### src/rtl/spc_pkg.sv
package spc_pkg;
    localparam int REG_W    = 16;
    localparam int N_IN     = 3;
    localparam int N_MPIN   = 2;
    localparam int N_PIN    = N_MPIN + N_IN;
    localparam int FMT_W    = 2;
    localparam int POS_MSTR = 15;
    localparam int POS_IN   = 11;
    localparam int POS_OUT2 = 3;
    localparam int POS_SCLK = 2;
    localparam int POS_FMT  = 0;

    typedef struct packed {
        logic              master;
        logic [N_IN-1:0]   in_en;
        logic              out2;
        logic              sclk;
        logic [FMT_W-1:0]  fmt;
        logic [N_PIN-1:0]  pin;
    } spc_state_t;
endpackage

### src/rtl/spc_gate.sv
module spc_gate #(
    parameter int W = 1
) (
    input  logic         allow,
    input  logic         take,
    input  logic [W-1:0] new_val,
    input  logic [W-1:0] cur_val,
    output logic [W-1:0] nxt_val
);
    always_comb begin
        if (!allow)    nxt_val = '0;
        else if (take) nxt_val = new_val;
        else           nxt_val = cur_val;
    end
endmodule

### src/rtl/spc_pinmap.sv
module spc_pinmap #(
    parameter int N_M = 2,
    parameter int N_I = 3
) (
    input  logic               master,
    input  logic [N_I-1:0]     in_en,
    output logic [N_M+N_I-1:0] pin
);
    for (genvar m = 0; m < N_M; m++) begin : g_mpin
        assign pin[m] = ~master;
    end
    for (genvar k = 0; k < N_I; k++) begin : g_ipin
        assign pin[N_M+k] = ~in_en[k];
    end
endmodule

### src/rtl/serial_port_ctl.sv
module serial_port_ctl
    import spc_pkg::*;
(
    input  logic             clk,
    input  logic             rst_n,
    input  logic             reg_sel,
    input  logic             reg_wr,
    input  logic [15:0]      reg_wdata,
    output logic [15:0]      reg_rdata,
    input  logic             alt_out_busy,
    input  logic             pwr_down,
    output logic             master_en,
    output logic [2:0]       in_en,
    output logic             out2_en,
    output logic             sclk_en,
    output logic [1:0]       fmt_sel,
    output logic [4:0]       pin_cfg
);
    spc_state_t st_q, st_d;
    logic       wr_hit;
    logic       mstr_d;
    logic [N_IN-1:0] in_d;
    logic       out2_d, sclk_d;
    logic [N_PIN-1:0] pin_d;

    assign wr_hit = reg_sel & reg_wr;
    assign mstr_d = wr_hit ? reg_wdata[POS_MSTR] : st_q.master;

    spc_gate #(.W(N_IN)) u_gate_in (
        .allow   (mstr_d),
        .take    (wr_hit),
        .new_val (reg_wdata[POS_IN +: N_IN]),
        .cur_val (st_q.in_en),
        .nxt_val (in_d)
    );

    spc_gate #(.W(1)) u_gate_out2 (
        .allow   (mstr_d & ~alt_out_busy),
        .take    (wr_hit),
        .new_val (reg_wdata[POS_OUT2]),
        .cur_val (st_q.out2),
        .nxt_val (out2_d)
    );

    spc_gate #(.W(1)) u_gate_sclk (
        .allow   (mstr_d & ~pwr_down),
        .take    (wr_hit),
        .new_val (reg_wdata[POS_SCLK]),
        .cur_val (st_q.sclk),
        .nxt_val (sclk_d)
    );

    spc_pinmap #(.N_M(N_MPIN), .N_I(N_IN)) u_pinmap (
        .master (mstr_d),
        .in_en  (in_d),
        .pin    (pin_d)
    );

    always_comb begin
        st_d        = st_q;
        st_d.master = mstr_d;
        st_d.in_en  = in_d;
        st_d.out2   = out2_d;
        st_d.sclk   = sclk_d;
        st_d.pin    = pin_d;
        if (wr_hit) st_d.fmt = reg_wdata[POS_FMT +: FMT_W];
    end

    always_ff @(posedge clk or negedge rst_n) begin
        if (!rst_n) begin
            st_q        <= '0;
            st_q.pin    <= '1;
        end else begin
            st_q <= st_d;
        end
    end

    assign master_en = st_q.master;
    assign in_en     = st_q.in_en;
    assign out2_en   = st_q.out2 & ~alt_out_busy;
    assign sclk_en   = st_q.sclk & ~pwr_down;
    assign fmt_sel   = st_q.fmt;
    assign pin_cfg   = st_q.pin;

    always_comb begin
        reg_rdata                        = '0;
        reg_rdata[POS_MSTR]              = master_en;
        reg_rdata[POS_IN +: N_IN]        = in_en;
        reg_rdata[POS_OUT2]              = out2_en;
        reg_rdata[POS_SCLK]              = sclk_en;
        reg_rdata[POS_FMT +: FMT_W]      = fmt_sel;
    end
endmodule

### config.mk
export PLATFORM = sky130hd
export DESIGN_NAME = serial_port_ctl
export DESIGN_NICKNAME = d
export VERILOG_FILES = /design/src/rtl/spc_pkg.sv /design/src/rtl/spc_gate.sv /design/src/rtl/spc_pinmap.sv /design/src/rtl/serial_port_ctl.sv
export SDC_FILE = /design/constraint.sdc
export NUM_CORES = 1
export LEC_CHECK = 0
export BUFFER_PORTS_ARGS = -buffer_cell sky130_fd_sc_hd__buf_2
export CAP_MARGIN = 20
export CORE_MARGIN = 1
export CORE_UTILIZATION = 37
export DETAILED_ROUTE_END_ITERATION = 8
export PLACE_DENSITY = 0.76
export SLEW_MARGIN = 40
export SYNTH_ARGS = -nofsm -noshare
export SYNTH_HDL_FRONTEND = slang
export SYNTH_SLANG_ARGS = --single-unit
### constraint.sdc
create_clock -name clk -period 0.8 [get_ports clk]
set_input_delay 0.12 -clock clk [delete_from_list [all_inputs] [get_ports clk]]
set_output_delay 0.12 -clock clk [all_outputs]
set_load 0.03 [all_outputs]
; Word level (Yosys, flattened, before mapping)
; Cells that the tools add are included.
; Widths: inputs -> output; s select.
[word_totals]
out_inout_bits = 29
input_bits = 22
ff_bits = 13
[classes]
bitwise_logic = 11
mux = 7
n_eq_ne = 2
[op_table]
columns = op, n
row1 = $mux 3, 2
row2 = $not 1->1, 6
row3 = $and 1x1->1, 5
row4 = $mux 1, 5
row5 = $ne 2x2->1 const B, 2

; Depth between registers and ports, before layout
[logic_depth]
depth_word = 4
mapped_depth = 4
mapped_depth_nobuf = 3

; Modules after synthesis
; A second synthesis with hierarchy kept.
[hier_totals]
hier_cells = 66
hier_area_um2 = 715.7
[modules_own_cells]
columns = mod, n_inst, cells_each, area_per_inst_um2
row1 = serial_port_ctl, 1, 51, 611.8
row2 = spc_gate (u_gate_in), 1, 6, 48.8
row3 = spc_gate (u_gate_out2 ...), 2, 2, 16.3
row4 = spc_pinmap, 1, 5, 22.5

; Worst setup path after synthesis
; Ideal clock, no wire load.
[synth_path]
path_type = reg-to-output
startpoint = reg st_q[7] (netlist name)
endpoint = out reg_rdata[2]
stages_incl_launch_ff = 3
t_arrival_ns = 1.080
setup_slack_ns = -0.400
t_required_ns = 0.680
path_cell_list = dfrtp_1 > nor2b_1 > buf_4
[synth_via]
elab_chain_len = 1
[synth_rtl]
columns = element, line_no
row1 = "start, declared", serial_port_ctl.sv:19  ; spc_state_t st_q, st_d;
row2 = "start signal, assigned", serial_port_ctl.sv:74  ; st_q <= st_d;
row3 = $and 1x1->1, serial_port_ctl.sv:81  ; assign sclk_en = st_q.sclk & ~pwr_down;
row4 = "end, declared", serial_port_ctl.sv:9  ; output logic [15:0] reg_rdata,
; Every way passes these cells.

==> results.yml <==
outcome:
  status: "finished with violations"
  violations: "negative setup slack"
layout:
  antenna_cells: 0
  instances_no_fill: 115
  fin_area_um2: 1020
  nNetsFinal: 122
  area_growth_syn_to_layout_pct: 65.8
  layout-drive-gt1-share: 0.697
  fill_cells: 118
  final_util: 0.668
setup_path:
  crit_chain: "buf_6"
  cp_max_fo: 2
  crit_slowest_cell: "dfstp_2"
  cp-end-kind: "output port"
  critPathKind: "flip-flop to output port"
  crit_buf_inv: 1
  start_kind: "flip-flop"
  worst_ep_required_time_ps: 680
  worstPathArrival_ps: 950
  crit_family: "flip-flops"
  max_stage_delay_ps: 550
power_and_ir_drop:
  peakVddDrop_uv: 917
  p_per_area_nw_per_um2: 1810
  p_leak_nw: 0.488
  p_total_mw: 1.85
sta:
  fin_crit_ps: 1070
  final-max-slew-violation-count: 0
  skew_ps: 3.72
  hold_viol_final: 0
  setup_viol: 31
  rsz0062_at_grt: "yes"
  period_share: 1.34
  setup_slack_ps: -269
  fmax_mhz: 935
clock_network:
  cts-htree-levels: 1
  path_clk_slew_ps: 80
  cts_root_buf: "clkbuf_4"
  cts_tree: "done"
  cts_buffer_depth: 2
  cts.sinks: 12
  insertion_delay_ps: 270
  cts_buffers: 3
yosys:
  syn_inst: 62
  synthesis.area_um2: 614
  ys_seq_elements: 12
  syn_area_per_cell_um2: 9.91
  yosys-top-cells-area: "dfrtp_1 (33%), buf_4 (22%), dfstp_2 (17%)"
  yosysSeqAreaShare: 0.497
  synth_top_area_frac: 0.326
  yosys_warnings: 0
  synth_top_area_cell: "dfrtp_1"
  synth_cell_types: 14
detailed_routing:
  drtPass1Iterations: 4
  wirelength_mm: 1.34
  first_iter_violations: 3
  ant_nets: 0
  wl_per_cell_um: 11.7
  drc: 0
  vias: 534
  viasPerCell: 4.64
place:
  placed_cell_area_um2: 737
  io_buffers: 34
  hpwlAfterDp_um: 811
  place_congestion: 0.685
  place_inst: 102
global_routing:
  grt_max_degree: 13
  antenna_found_initial: 0
  grt_pass1_vias: 489
  grt_usage: 0.159
  grt_pass1_wl_mm: 2.10
  grt_overflow: 0
job:
  cap_violations: 0
floorplanning:
  die_h_um: 42.7
  die_area_um2: 1830
  die_w_um: 42.7
  initial_core_util: 0.403
  ioPinCount: 51
  rows: 14
  coreArea_um2: 1520
worst_hold_path:
  hp-class: "input pin to flip-flop"
[cells in the mapped netlist, drive strengths merged]
| cell | n |
|---|---|
| buf | 19 |
| nand2 | 10 |
| dfrtp | 8 |
| nand3 | 7 |
| dfstp | 4 |
| o21a | 3 |
| o21ai | 3 |
| a21oi | 2 |
| nor2b | 2 |
| and2 | 1 |
| conb | 1 |
| inv | 1 |
| mux2i | 1 |
[repair_timing]
action | in CTS | in global routing
gates resized for setup | 48 | 5
pin swaps | 3 | 0
hold endpoints to repair | 12 | 0
setup endpoints to repair | 22 | 31
hold buffers | 1 | 0
buffers inserted | 6 | 2
[layer usage]
metal  GRT usage  wire, um  share of wire  vias to the layer above
li1            -         -              -                      250
met1       0.160       513           0.38                      254
met2       0.288       711           0.53                       28
met3      0.0383       106          0.079                        2
met4      0.0938        12         0.0089                        0
met5           0         0              0                        -
[worst register-to-register path: cells and delay by family (launching register included)]
family	cells	cell delay (ps)
AOI/OAI and AO/OA	1	60
buffers and inverters	2	230
DFF	1	450
and+or+nand+nor	1	60
[final timing paths]
path / from / endpoint / slack (ps) / cells past startpoint
setup reg to reg: master_en$_DFF_PN0_ / in_en[2]$_DFF_PN0_ / -120 / 4
max in group asynchronous: rst_n / pin_cfg[4]$_DFF_PN1_ / 280 / 2
setup / recovery: pin_cfg[1]$_DFF_PN1_ / pin_cfg[0] / -270 / 1
hold / removal: alt_out_busy / st_q[8]$_DFFE_PN0P_ / 30 / 2
min in group asynchronous: rst_n / in_en[1]$_DFF_PN0_ / 250 / 2
hold reg to reg: st_q[7]$_DFFE_PN0P_ / st_q[7]$_DFFE_PN0P_ / 540 / 2
[cell families after synthesis]
kind of cell	Yosys count	synth area share
compound gates	8	0.0774
buf+inv	20	0.244
simple gates	20	0.153
mux	1	0.0224
flops	12	0.497
other cells	1	0.00610
[sequential cells by signal, summed over array words and instances (netlist names)]
name       count
st_q           2
pin_cfg        4
fmt_sel        2
in_en          3
master_en      1
[placed cells by master (no fill, tap or decap), types with 2 or more instances in the layout]
cell,count
buf_6,25
buf_2,13
conb_1,8
dfrtp_2,6
nand3_1,3
nand3_2,3
dfstp_2,4
dfrtp_1,2
nand2_1,10
o21a_1,3
clkbuf_4,3
buf_4,6
o21ai_1,2
nor2b_4,2
[metrics by stage]
step / setup TNS, ps / setup slack, ps / hold WS (ps)
2_1_floorplan: -348 / -82.5 / -176
3_3_place_gp: -28.2 / -10.8 / 1.48
3_5_place_dp: -56.3 / -36.8 / 6.87
4_1_cts: -4650 / -278 / 29.8
5_1_grt: -5810 / -298 / 27.8
6_report: -4880 / -269 / 32.9
[power by group]
group / internal [mW] / switching, mW
clock network: 0.276 / 0.200
registers: 0.671 / 0.0515
logic: 0.283 / 0.365
total: 1.23 / 0.617
[layout make-up]
| type | count | area, um^2 | area share |
|---|---|---|---|
| clock buffers | 4 | 36.3 | 0.0356 |
| inverters | 1 | 3.75 | 0.00369 |
| multi-input cells | 37 | 244 | 0.240 |
| flip-flops and latches | 12 | 313 | 0.307 |
| well taps | 16 | 20.0 | 0.0197 |
| repair buffers | 45 | 402 | 0.394 |
Note: power is estimated with default switching activity, not from simulation.
